**src/rtl/trap_entry_pkg.sv**
```systemverilog
// Package: shared types for the trap entry sequencer.
// Assumes: processor state bits are handled as a single packed group.
package trap_entry_pkg;

    // Processor state bits touched at trap entry.
    typedef struct packed {
        logic sup;       // supervisor
        logic prev_sup;  // previous supervisor
        logic trap_en;   // traps enabled
    } psr_bits_t;

    // Size of one window's register group, as a power of two.
    localparam int unsigned GRP_LG = 4;

endpackage

```
**src/rtl/trap_win_rot.sv**
```systemverilog
// Module: trap_win_rot
// Rotates the window pointer down by one and forms the two physical
// register addresses where the program counters are saved.
// Assumes: NWIN is a power of two, so wrap-around is plain truncation;
// the register file holds NWIN groups of 2**GRP_LG registers, so the
// address width truncation also wraps the last window onto the first.
module trap_win_rot
    import trap_entry_pkg::*;
#(
    parameter int unsigned NWIN      = 8,
    parameter int unsigned SAVE_SLOT = 9,
    localparam int unsigned CWP_W    = $clog2(NWIN),
    localparam int unsigned RA_W     = CWP_W + GRP_LG
) (
    input  logic [CWP_W-1:0] cwp_in,
    output logic [CWP_W-1:0] cwp_out,
    output logic [RA_W-1:0]  addr_a,
    output logic [RA_W-1:0]  addr_b
);
    localparam logic [RA_W-1:0] SLOT_A = RA_W'(SAVE_SLOT);
    localparam logic [RA_W-1:0] SLOT_B = RA_W'(SAVE_SLOT + 1);

    logic [RA_W-1:0] grp_base;

    // Decrement with wrap, then place both save slots in the new group.
    always_comb begin
        cwp_out  = cwp_in - CWP_W'(1);
        grp_base = {cwp_out, {GRP_LG{1'b0}}};
        addr_a   = grp_base + SLOT_A;
        addr_b   = grp_base + SLOT_B;
    end
endmodule

```
**src/rtl/trap_vec_calc.sv**
```systemverilog
// Module: trap_vec_calc
// Builds the updated trap base register and the vector PC pair.
// Assumes: the trap-type field sits just above TT_LSB zero bits and the
// base field fills everything above the trap-type field.
module trap_vec_calc #(
    parameter int unsigned XLEN   = 32,
    parameter int unsigned TT_W   = 8,
    parameter int unsigned TT_LSB = 4,
    parameter int unsigned STEP   = 4,
    localparam int unsigned BASE_LSB = TT_LSB + TT_W
) (
    input  logic [XLEN-1:BASE_LSB] base_in,
    input  logic [TT_W-1:0]        tt_in,
    output logic [XLEN-1:0]        tbr_out,
    output logic [XLEN-1:0]        pc_out,
    output logic [XLEN-1:0]        npc_out
);
    // Keep the base, insert the trap number, clear the low bits; vector there.
    always_comb begin
        tbr_out = {base_in, tt_in, {TT_LSB{1'b0}}};
        pc_out  = tbr_out;
        npc_out = tbr_out + XLEN'(STEP);
    end
endmodule

```
**src/rtl/trap_psr_upd.sv**
```systemverilog
// Module: trap_psr_upd
// Computes the processor state bits after trap entry.
// Assumes: called only for a trap that is taken (traps enabled).
module trap_psr_upd
    import trap_entry_pkg::*;
(
    input  logic      cur_sup,
    output psr_bits_t psr_out
);
    // Save the old supervisor bit, enter supervisor, disable traps.
    always_comb begin
        psr_out.prev_sup = cur_sup;
        psr_out.sup      = 1'b1;
        psr_out.trap_en  = 1'b0;
    end
endmodule

```
**src/rtl/trap_entry_seq.sv**
```systemverilog
// Module: trap_entry_seq (top)
// Trap entry sequencer: on an accepted request, registers the new window
// pointer, save addresses and data, vector PC pair, trap base register and
// state bits, and pulses trap_done for one cycle. A request with traps
// disabled latches a sticky error state instead.
// Assumes: trap_req is presented with a stable state snapshot at the edge;
// prioritisation and the register file live outside this block.
module trap_entry_seq
    import trap_entry_pkg::*;
#(
    parameter int unsigned XLEN      = 32,
    parameter int unsigned TT_W      = 8,
    parameter int unsigned TT_LSB    = 4,
    parameter int unsigned NWIN      = 8,
    parameter int unsigned SAVE_SLOT = 9,
    localparam int unsigned CWP_W    = $clog2(NWIN),
    localparam int unsigned RA_W     = CWP_W + GRP_LG,
    localparam int unsigned BASE_LSB = TT_LSB + TT_W
) (
    input  logic             clk,
    input  logic             rst_n,
    input  logic             trap_req,
    input  logic [TT_W-1:0]  trap_type,
    input  logic [XLEN-1:0]  cur_pc,
    input  logic [XLEN-1:0]  cur_npc,
    input  logic [CWP_W-1:0] cur_cwp,
    input  logic             cur_s,
    input  logic             cur_et,
    input  logic [XLEN-1:0]  cur_tbr,
    output logic             trap_done,
    output logic             err_state,
    output logic [CWP_W-1:0] nxt_cwp,
    output logic [RA_W-1:0]  save_addr_a,
    output logic [XLEN-1:0]  save_data_a,
    output logic [RA_W-1:0]  save_addr_b,
    output logic [XLEN-1:0]  save_data_b,
    output logic [XLEN-1:0]  nxt_pc,
    output logic [XLEN-1:0]  nxt_npc,
    output logic [XLEN-1:0]  nxt_tbr,
    output logic             nxt_s,
    output logic             nxt_ps,
    output logic             nxt_et
);
    logic [CWP_W-1:0] rot_cwp;
    logic [RA_W-1:0]  rot_addr_a;
    logic [RA_W-1:0]  rot_addr_b;
    logic [XLEN-1:0]  vec_tbr;
    logic [XLEN-1:0]  vec_pc;
    logic [XLEN-1:0]  vec_npc;
    psr_bits_t        upd_psr;
    logic             take_trap;
    logic             go_error;
    logic             tbr_lo_unused;

    // The low bits of the incoming base register are rewritten, never read.
    assign tbr_lo_unused = ^cur_tbr[BASE_LSB-1:0];

    trap_win_rot #(
        .NWIN      (NWIN),
        .SAVE_SLOT (SAVE_SLOT)
    ) u_rot (
        .cwp_in  (cur_cwp),
        .cwp_out (rot_cwp),
        .addr_a  (rot_addr_a),
        .addr_b  (rot_addr_b)
    );

    trap_vec_calc #(
        .XLEN   (XLEN),
        .TT_W   (TT_W),
        .TT_LSB (TT_LSB)
    ) u_vec (
        .base_in (cur_tbr[XLEN-1:BASE_LSB]),
        .tt_in   (trap_type),
        .tbr_out (vec_tbr),
        .pc_out  (vec_pc),
        .npc_out (vec_npc)
    );

    trap_psr_upd u_psr (
        .cur_sup (cur_s),
        .psr_out (upd_psr)
    );

    // Classify the request: a taken trap, or entry into the error state.
    always_comb begin
        take_trap = trap_req && !err_state && cur_et;
        go_error  = trap_req && !err_state && !cur_et;
    end

    // Completion strobe and sticky error flag.
    always_ff @(posedge clk) begin
        if (!rst_n) begin
            trap_done <= 1'b0;
            err_state <= 1'b0;
        end else begin
            trap_done <= take_trap;
            if (go_error) err_state <= 1'b1;
        end
    end

    // Post-trap state registers, loaded only when a trap is taken.
    always_ff @(posedge clk) begin
        if (!rst_n) begin
            nxt_cwp     <= '0;
            save_addr_a <= '0;
            save_addr_b <= '0;
            save_data_a <= '0;
            save_data_b <= '0;
            nxt_pc      <= '0;
            nxt_npc     <= '0;
            nxt_tbr     <= '0;
            nxt_s       <= 1'b0;
            nxt_ps      <= 1'b0;
            nxt_et      <= 1'b0;
        end else if (take_trap) begin
            nxt_cwp     <= rot_cwp;
            save_addr_a <= rot_addr_a;
            save_addr_b <= rot_addr_b;
            save_data_a <= cur_pc;
            save_data_b <= cur_npc;
            nxt_pc      <= vec_pc;
            nxt_npc     <= vec_npc;
            nxt_tbr     <= vec_tbr;
            nxt_s       <= upd_psr.sup;
            nxt_ps      <= upd_psr.prev_sup;
            nxt_et      <= upd_psr.trap_en;
        end
    end
endmodule

```
**config.mk**
```make
export PLATFORM = sky130hd
export DESIGN_NAME = trap_entry_seq
export DESIGN_NICKNAME = d
export VERILOG_FILES = /design/src/rtl/trap_entry_pkg.sv /design/src/rtl/trap_win_rot.sv /design/src/rtl/trap_vec_calc.sv /design/src/rtl/trap_psr_upd.sv /design/src/rtl/trap_entry_seq.sv
export SDC_FILE = /design/constraint.sdc
export NUM_CORES = 1
export LEC_CHECK = 0
export ABC_AREA = 1
export BUFFER_PORTS_ARGS = -buffer_cell sky130_fd_sc_hd__clkbuf_2
export CORE_MARGIN = 2
export CORE_UTILIZATION = 39
export CTS_BUF_LIST = sky130_fd_sc_hd__clkbuf_4
export CTS_CLUSTER_SIZE = 10
export DETAILED_ROUTE_END_ITERATION = 7
export GPL_ROUTABILITY_DRIVEN = 0
export PLACE_DENSITY = 0.82
export SYNTH_ARGS = -nofsm -noshare
export SYNTH_HDL_FRONTEND = slang
export SYNTH_SLANG_ARGS = --single-unit
```
**constraint.sdc**
```tcl
create_clock -name clk -period 1.7 [get_ports clk]
set_clock_uncertainty 0.1 [all_clocks]
set_input_delay 0.17 -clock clk [delete_from_list [all_inputs] [get_ports clk]]
set_output_delay 0.17 -clock clk [all_outputs]
set_load 0.02 [all_outputs]
```
==> flow_summary_export.csv <==
group,metric,value,unit
sta,finalCritPeriodShare,0.987,
finish,fillers,1019,
place,place_area,5540,sq um
finish,fin_nets,1114,
finish,stdcell_area,6730,sq um
global_route,antenna_found_initial,1,
global_route,track_usage,0.194,
detailed_routing,detail_route.wl_per_cell,11.4,um
sta,fin_crit,1.68,ns
clocking,clock_latency,0.44,ns
finish,layout-drive-gt1-share,0.286,
finish,layout_common_cells,"264 x clkbuf_2, 197 x nand2_1, 193 x nor2_1, 105 x dlygate4sd3_1, 103 x inv_1",
clocking,clock_path_buffers,2,
yosys,netlist_area,4690,sq um
place,place_hpwl,7.68,mm
run_status,run_status,"complete, no violations",
worst_setup_path,crit_path_max_fanout,2,
global_route,grt_max_degree,88,
clocking,cts_tree,"yes",
sta,max_freq,596,MHz
clocking,cts_root_buffer,"clkbuf_4",
hold_path,hp-start,"cur_cwp[1]",
hold_path,hold_path_end,"nxt_cwp[1]",
hold_path,hp-class,"in -> reg",
detailed_routing,drt_wl_total,13.1,mm
place,dp.cells,1030,
worst_setup_path,r2r-start,"err_state",
detailed_routing,drtIter0Drc,300,
yosys,netlist_instances,713,
yosys,synth_cell_type_count,13,
sta,setup_tns,0,ns
finish,final_cells,1152,
yosys,ys_seq_elements,99,
floorplanning,rows,40,
sta,finalMaxSlewViolations,0,
worst_setup_path,end_kind,"flip-flop",
worst_setup_path,worstReg2RegEnd,"save_data_b[22]",
finish,multi_input_area,1570,sq um
detailed_routing,drcViolationCount,0,
power,ir_drop,0.507,mV
floorplanning,die_h,114,um
sta,fin_ws,0.0219,ns
global_route,grt_pass1_vias,4359,
sta,setup_viol,0,
clocking,cts_max_level,3,
worst_setup_path,path_cells,"dlygate4sd3_1 -> clkbuf_2 -> inv_1 -> ha_1 -> inv_1 -> nand2_1 -> nand2_1 -> nor2_1 -> nor2_1 -> dlygate4sd3_1",
floorplanning,pin_count,294,
detailed_routing,vias,4796,
sta,hold_viol_final,0,
place,io_buffers,265,
worst_setup_path,crit_arrival,1.92,ns
floorplanning,dieWidth,114,um
job,drv_cap,0,
yosys,ys_seq_area_frac,0.423,
finish,register_area,1980,sq um
detailed_routing,ant_nets,0,
hold_path,whs_path_depth,6,
clocking,cts_sinks,99,
sta,rsz0062_at_grt,"no",
yosys,avgSynthCellArea,6.58,sq um
worst_setup_path,crit_type,"in -> reg",
clocking,cts.clk_slew.worst_paths,0.14,ns
worst_setup_path,reg2reg_depth,6,
floorplanning,design.core.area,11900,sq um
power,power_leakage,0.00402,uW
floorplanning,die-area,12900,sq um
finish,area_growth,43.4,%
global_route,gr-total-overflow,0,
worst_setup_path,cpMaxStageDelayCell,"dlygate4sd3_1",
power,power.density,781,nW/um^2
worst_setup_path,start_kind,"input port",
finish,layout_commonest_cell,"clkbuf_2",
place,pre_cts_ws,0.309,ns
floorplanning,initial_utilization,0.395,
worst_setup_path,cp.required,1.95,ns
detailed_routing,vias_per_cell,4.16,
worst_setup_path,r2r_setup_slack,0.10,ns
detailed_routing,dr.pass1.iters,4,
worst_setup_path,max_stage_delay,0.55,ns
yosys,ys_warn_count,0,
global_route,grt_pass1_wl,20.0,mm
clocking,numCtsBuffers,9,
[what timing repair did]
| item | CTS | global route |
|---|---|---|
| setup buffers | 0 | 1 |
| endpoints found under the setup margin | 0 | 6 |
| endpoints found under the hold margin | 97 | 2 |
| gates resized for setup | 0 | 1 |
| hold buffers | 104 | 1 |
[critical path: cells and delay by family]
kind / cells / cell delay, ns
adders and majority gates: 1 / 0.20
and+or+nand+nor: 4 / 0.24
buffers and inverters: 5 / 1.33
[area by class of cell]
cell class	instances	area share
sequential	99	0.295
antenna	1	0.000372
inverter	104	0.0580
timing repair buffer	376	0.368
multi-input combinational	411	0.234
clock buffer	10	0.0112
tap	147	0.0273
clock inverter	4	0.00651
[Yosys cell counts (all sizes together)]
library cell / n / area (sq um)
nand3: 1 / 10.0
conb: 1 / 3.75
clkbuf: 10 / 37.5
nor2: 193 / 724
dfxtp: 99 / 1980
ha: 1 / 12.5
buf: 105 / 781
nand2: 197 / 739
o21ai: 1 / 5.00
a21oi: 1 / 5.00
inv: 104 / 390
[through the flow]
stage | utilization | hold slack, ns | total power (uW)
5_1_grt | 0.567 | 0.0708 | 5550
3_3_place_gp | 0.467 | 0.291 | 3850
4_1_cts | 0.565 | 0.0136 | 5260
2_1_floorplan | - | 0.205 | 3600
3_5_place_dp | 0.467 | 0.295 | 3870
6_report | 0.567 | 0.0767 | 5250
[state kept, by name (all words and copies together) (netlist names)]
| register | cells |
|---|---|
| nxt_cwp | 3 |
| save_data_b | 32 |
| save_data_a | 32 |
| nxt_tbr | 27 |
| trap_done | 1 |
| save_addr_a | 1 |
| err_state | 1 |
| nxt_ps | 1 |
| nxt_npc | 1 |
[where the power goes]
part           leakage (uW)  total [uW]  switching, uW  internal, uW
logic               0.00313        1450            874           577
registers          0.000816        2600            114          2490
clock network     0.0000695        1200            761           442
total               0.00402        5250           1750          3500
[logic make-up after synthesis]
family,after synthesis,share of synthesized area
adders and majority gates,1,0.00267
AOI/OAI and AO/OA,2,0.00213
DFF,99,0.423
and+or+nand+nor,391,0.314
buffers and inverters,219,0.258
other,1,0.000799
[per-layer routing]
layer,vias to the layer above,GRT usage,routed length (um)
met5,-,0,0
met4,0,0.102,403
met3,36,0.0537,924
met2,198,0.358,6800
met1,2061,0.198,4960
li1,2501,-,-
[worst max-delay path by stage]
stage	from	to	slack [ns]	depth (start not counted)
CTS	err_state	nxt_cwp[2]	0.05	5
global route	err_state	save_data_b[22]	0.009	6
floorplan	err_state	save_data_b[10]	0.43	7
finish	cur_cwp[0]	nxt_cwp[2]	0.02	10
detailed placement	err_state	save_data_a[14]	0.31	5
global placement	err_state	save_data_a[15]	0.34	5
No activity file was read; power rests on OpenSTA's default activity.
